--- config.mk ---
export PLATFORM = sky130hd
export DESIGN_NAME = rss_steer
export DESIGN_NICKNAME = d
export VERILOG_FILES = /design/src/rtl/rss_steer_pkg.sv /design/src/rtl/rss_class.sv /design/src/rtl/rss_status_pack.sv /design/src/rtl/rss_steer.sv
export SDC_FILE = /design/constraint.sdc
export NUM_CORES = 1
export LEC_CHECK = 0
export ABC_AREA = 1
export CAP_MARGIN = 0
export CORE_AREA = 2 2 107 109
export DETAILED_ROUTE_END_ITERATION = 16
export DIE_AREA = 0 0 109 111
export PLACE_DENSITY_LB_ADDON = 0.1
export SLEW_MARGIN = 20
export SYNTH_ARGS = -nofsm -noshare
export SYNTH_HDL_FRONTEND = slang
export SYNTH_HIERARCHICAL = 1
export SYNTH_SLANG_ARGS = --single-unit
--- constraint.sdc ---
create_clock -name clk -period 4.4 [get_ports clk]
set_input_delay 1.1 -clock clk [delete_from_list [all_inputs] [get_ports clk]]
set_output_delay 1.1 -clock clk [all_outputs]
set_load 0.03 [all_outputs]
--- src/rtl/rss_steer_pkg.sv ---
package rss_steer_pkg;

  localparam int CLS_W = 4;

  localparam logic [CLS_W-1:0] CLS_V4_TCP  = 4'd1;
  localparam logic [CLS_W-1:0] CLS_V4_UDP  = 4'd2;
  localparam logic [CLS_W-1:0] CLS_V4_ICMP = 4'd3;
  localparam logic [CLS_W-1:0] CLS_V6_TCP  = 4'd9;
  localparam logic [CLS_W-1:0] CLS_V6_UDP  = 4'd10;
  localparam logic [CLS_W-1:0] CLS_V6_ICMP = 4'd11;

  typedef struct packed {
    logic all_en;
    logic ip_en;
    logic tcp4_en;
    logic udp4_en;
  } steer_cfg_t;

  // True for a class code that carries a TCP or UDP payload
  function automatic logic cls_is_l4(input logic [CLS_W-1:0] c);
    return (c == CLS_V4_TCP) || (c == CLS_V4_UDP) ||
           (c == CLS_V6_TCP) || (c == CLS_V6_UDP);
  endfunction

  // Decide whether the hash of a packet of class c may be used
  function automatic logic cls_permit(input logic [CLS_W-1:0] c,
                                      input steer_cfg_t cfg);
    logic ok;
    unique case (c)
      CLS_V4_TCP:  ok = cfg.tcp4_en | cfg.ip_en;
      CLS_V4_UDP:  ok = cfg.udp4_en | cfg.ip_en;
      CLS_V4_ICMP,
      CLS_V6_TCP,
      CLS_V6_UDP,
      CLS_V6_ICMP: ok = cfg.ip_en;
      default:     ok = 1'b0;
    endcase
    return ok & cfg.all_en;
  endfunction

endpackage

--- src/rtl/rss_class.sv ---
module rss_class
  import rss_steer_pkg::*;
(
  input  logic [CLS_W-1:0] cls,
  input  steer_cfg_t       cfg,
  output logic             hash_go,
  output logic             l4
);

  always_comb begin
    hash_go = cls_permit(cls, cfg);
    l4      = cls_is_l4(cls);
  end

endmodule

--- src/rtl/rss_status_pack.sv ---
module rss_status_pack
  import rss_steer_pkg::*;
#(
  parameter int HASH_W    = 32,
  parameter int DESC_W    = 32,
  parameter int CLS_LSB   = 20,
  parameter int VALID_BIT = 26
) (
  input  logic              hash_go,
  input  logic [CLS_W-1:0]  cls,
  input  logic [HASH_W-1:0] hash,
  output logic [HASH_W-1:0] word1,
  output logic [DESC_W-1:0] word3
);

  always_comb begin
    word1 = hash_go ? hash : '0;
    word3 = '0;
    word3[CLS_LSB +: CLS_W] = cls;
    word3[VALID_BIT]        = hash_go;
  end

endmodule

--- src/rtl/rss_steer.sv ---
module rss_steer
  import rss_steer_pkg::*;
#(
  parameter int HASH_W    = 32,
  parameter int IDX_W     = 8,
  parameter int CHAN_W    = 4,
  parameter int DESC_W    = 32,
  parameter int CLS_LSB   = 20,
  parameter int VALID_BIT = 26
) (
  input  logic              clk,
  input  logic              rst_n,
  input  logic              cfg_rss_en,
  input  logic              cfg_ip_en,
  input  logic              cfg_tcp4_en,
  input  logic              cfg_udp4_en,
  input  logic              pkt_valid,
  input  logic [CLS_W-1:0]  pkt_type,
  input  logic [HASH_W-1:0] pkt_hash,
  output logic [IDX_W-1:0]  lut_idx,
  input  logic [CHAN_W-1:0] lut_chan,
  output logic              out_valid,
  output logic [CHAN_W-1:0] out_chan,
  output logic              out_hash_ok,
  output logic              out_l4,
  output logic [HASH_W-1:0] out_desc1,
  output logic [DESC_W-1:0] out_desc3
);

  steer_cfg_t        cfg;
  logic              hash_go;
  logic              l4_now;
  logic [CHAN_W-1:0] chan_now;
  logic [HASH_W-1:0] word1_now;
  logic [DESC_W-1:0] word3_now;

  assign cfg = '{all_en: cfg_rss_en, ip_en: cfg_ip_en,
                 tcp4_en: cfg_tcp4_en, udp4_en: cfg_udp4_en};

  assign lut_idx  = pkt_hash[IDX_W-1:0];
  assign chan_now = hash_go ? lut_chan : '0;

  rss_class u_class (
    .cls     (pkt_type),
    .cfg     (cfg),
    .hash_go (hash_go),
    .l4      (l4_now)
  );

  rss_status_pack #(
    .HASH_W    (HASH_W),
    .DESC_W    (DESC_W),
    .CLS_LSB   (CLS_LSB),
    .VALID_BIT (VALID_BIT)
  ) u_pack (
    .hash_go (hash_go),
    .cls     (pkt_type),
    .hash    (pkt_hash),
    .word1   (word1_now),
    .word3   (word3_now)
  );

  always_ff @(posedge clk) begin
    if (!rst_n) begin
      out_valid   <= 1'b0;
      out_chan    <= '0;
      out_hash_ok <= 1'b0;
      out_l4      <= 1'b0;
      out_desc1   <= '0;
      out_desc3   <= '0;
    end else begin
      out_valid <= pkt_valid;
      if (pkt_valid) begin
        out_chan    <= chan_now;
        out_hash_ok <= hash_go;
        out_l4      <= l4_now;
        out_desc1   <= word1_now;
        out_desc3   <= word3_now;
      end
    end
  end

endmodule

# [Word level (Yosys, flattened, before mapping)]
# Index checks and enable logic that the tools add are counted.
[word_totals] register_bits=44 in_bits=47 output_inout_bits=79 word_cells=22
[classes] eq_ne=6 n_mux=3 bitwise=3 reduce_logical=4
[ops] operator="2-to-1 mux 32 bit" count=1
[ops] operator="equality test 4 bit (second input constant)" count=3
[ops] operator="equality test 4 x 2 -> 1 bit (second input constant)" count=2
[ops] operator="equality test 4 x 1 -> 1 bit (second input constant)" count=1
[ops] operator="2-to-1 mux 4 bit" count=1
[ops] operator="OR reduction 4 bit" count=1
[ops] operator="logical OR 1 bit" count=3
[ops] operator="one-hot mux 1 bit (3 select lines)" count=1
[ops] operator="bitwise OR 1 bit" count=2
[ops] operator="bitwise AND 1 bit" count=1

# [Depth between registers and ports, before layout]
[depth] depth_word=5 ltp_mapped=11

# [Cells and area by module]
# The synthesis kept the hierarchy.
[modules_own_cells] mod="rss_steer" n_inst=1 cells_each=315 area_per_inst_um2=2591.2 seq_area_each_um2=1421.4
[modules_own_cells] mod="rss_status_pack" n_inst=1 cells_each=100 area_per_inst_um2=518.0 seq_area_each_um2=0.0
[modules_own_cells] mod="rss_class" n_inst=1 cells_each=19 area_per_inst_um2=90.1 seq_area_each_um2=0.0

# [Worst setup path after synthesis]
# No wires, ideal clock.
[synth_timing] path_kind="input to output" from="input pkt_hash[0]" to="output lut_idx[0]" arrival_ns=1.245 t_required_ns=3.300 slack_ns=2.055 path_stages=1 n_path_buf=1 cell_sequence="buf_4"
[synth_rtl] element="from (decl)" line="rss_steer.sv:19" source="input logic [HASH_W-1:0] pkt_hash,"
[synth_rtl] element="to (decl)" line="rss_steer.sv:20" source="output logic [IDX_W-1:0] lut_idx,"
# No word-level cell between the ends.

# [Worst setup path in the final report]
[layout_timing] from="input pkt_hash[2]" to="output lut_idx[2]"
# No word-level cell between the ends.

==> qor.yml <==
status: "finished, final reports clean"
wirelength_microns: 7900
fin_skew_ns: 0
ios: 126
cts-root-buf: "clkbuf_16"
synth.distinct_cells: 17
antenna_found_initial: 0
tightestPinTransition_ns: 0.785
cts_tree: "done"
grt_max_degree: 71
maxCapViolCount: 0
hold_viol_final: 0
cts_buffer_depth: 2
grt.total_usage_pct: 13.7
die_h_microns: 111
synth.avg_cell_area_sq_um: 7.37
startpoint_type: "input pin"
worst_hold_path_type: "reg2reg"
ys_ff_latch: 71
yosysTopAreaCell: "dfxtp_1"
antenna_cells: 0
crit_buf_inv: 2
cpPeakStageDelay_ns: 0.68
numClockSinks: 71
yosys_warnings: 6
crit_path_frequent_cell: "clkdlybuf4s50_1"
regArea_sq_um: 1420
initial_core_util_pct: 28.9
place_hpwl_microns: 4940
drive_above_1_share_pct: 4.09
nFillCells: 1174
die_x_microns: 109
slew_headroom_pct: 47.6
io_buffers: 125
fmax_mhz: 296
ys_async_sr_fraction_pct: 0
whs_path_depth: 2
post-route-period-util_pct: 76.7
cts_buffers: 9
rsz0062_at_grt: "false"
synth_ff_type: "dfxtp_1"
rows: 39
viasPerCell: 4.02
path_depth: 2
hold_buffers: 0
post_cts_buffers: 0
power.density_nw_per_um2: 374
drt-initial-drc-count: 78
cp.arrival_ns: 2.27
syn_inst: 434
synth_top_area_share_pct: 44.4
place_ws_ns: 1.03
overflow: 0
multi_input_area_sq_um: 1180
core_area_sq_um: 11100
setup_violations: 0
crit_required_ns: 3.30
worst_ir_drop_vdd_mv: 0.151
syn_area_sq_um: 3200
fin_nets: 581
synthTopCellsByCount: "133 x nor2_1, 71 x dfxtp_1, 57 x o21ai_0"
grt_pass1_wl_microns: 12900
cp_cell_sequence: "clkdlybuf4s50_1 -> clkdlybuf4s50_1"
ff2ff_path_depth: 2
ys_seq_area_share_pct: 44.4
path_class: "in2out"
gp_congestion: 0.683
synth.top_cells.by_area: "dfxtp_1 44%, nor2_1 16%, buf_4 11%"
yosysMostFrequentCell: "nor2_1"
cts_resized: 0
antenna_left: 0
wire_per_inst_microns: 11.6
layout_min_cycle_time_ns: 3.37
die_area_sq_um: 12100
critPathSlowestCell: "clkdlybuf4s50_1"
grt_pass1_vias: 2654
path_delay_family: "buffers and inverters"
worst_slack_ns: 1.03
route.detailed.drc: 0
vias: 2740
synth_edf_count: 0
firstDrtPassIters: 4
cp-end-kind: "primary output"
final.setup.tns_ns: 0
cp_max_fo: 2
syn_to_final_growth_pct: 40.2
htree_levels: 3
drv_slew: 0
clock_latency_ns: 0.32
p_leak_nw: 2.07
cts.clk_slew.worst_paths_ns: 0.05
[tightest hold or removal path: stages, from the launching register on]
cell,delay (ns)
dfxtp_1,0.31
nand2_1,0.06
a21oi_1,0.05
[sequential cells by signal, summed over array words and instances, names as in the netlist]
register / cells
out_l4: 1
out_hash_ok: 1
out_valid: 1
out_desc3: 32
out_chan: 4
out_desc1: 32
[kinds of logic after synthesis]
group / after synthesis / share of synthesized area [%]
AOI/OAI and AO/OA: 72 / 11.4
buffers and inverters: 105 / 21.8
and+or+nand+nor: 185 / 22.3
DFF: 71 / 44.4
other: 1 / 0.117
[report_power, final]
part | switching (mW) | total (mW) | internal (mW)
clock | 0.251 | 0.677 | 0.425
sequential | 0.0174 | 0.699 | 0.681
combinational | 0.174 | 0.304 | 0.130
total | 0.443 | 1.68 | 1.24
[worst paths after layout]
check	start	end	slack, ns
worst max register to register	out_desc1[11]$_SDFFE_PN0P_	out_desc1[11]$_SDFFE_PN0P_	3.76
worst min-delay path	out_hash_ok$_SDFFE_PN0P_	out_hash_ok$_SDFFE_PN0P_	0.46
worst max-delay path	pkt_hash[2]	lut_idx[2]	1.03
worst min register to register	out_hash_ok$_SDFFE_PN0P_	out_hash_ok$_SDFFE_PN0P_	0.46
[per-layer routing]
layer / GRT usage, % / wire length, microns / up-vias
met5: 0 / 0 / -
met1: 16.5 / 3570 / 1204
li1: - / - / 1459
met3: 3.82 / 551 / 6
met2: 22.2 / 3680 / 71
met4: 6.41 / 91 / 0
[layout by cell type (no fill, tap or decap)]
cell type        count
nor2_1             133
clkdlybuf4s50_1    123
dfxtp_1             71
o21ai_0             57
nand2_1             44
inv_1               39
conb_1              27
clkbuf_16            9
o21ai_1              8
a21oi_1              6
nand3_1              5
buf_4                4
clkbuf_1             3
clkbuf_8             3
nor2_2               2
inv_8                1
buf_2                1
nand3_2              1
a21oi_4              1
[stage by stage]
| stage | hold slack, ns | total power [mW] | util, % | instance area (sq um) | instances |
|---|---|---|---|---|---|
| floorplan | 0.585 | 0.915 | - | 3300 | 460 |
| global placement | 0.450 | 1.02 | 38.0 | 4210 | 666 |
| detailed placement | 0.455 | 1.02 | 38.0 | 4210 | 666 |
| CTS | 0.464 | 1.71 | 40.5 | 4480 | 681 |
| global route | 0.497 | 1.76 | 40.5 | 4490 | 681 |
| finish | 0.462 | 1.68 | 40.5 | 4490 | 681 |
[final cells by class]
| type | count | area share (%) |
|---|---|---|
| tap | 143 | 3.99 |
| timing repair buffer | 128 | 28.2 |
| multi-input combinational | 284 | 26.4 |
| inverter | 40 | 3.51 |
| sequential | 71 | 31.7 |
| clock buffer | 15 | 6.19 |
No activity file was read; power rests on OpenSTA's default activity.
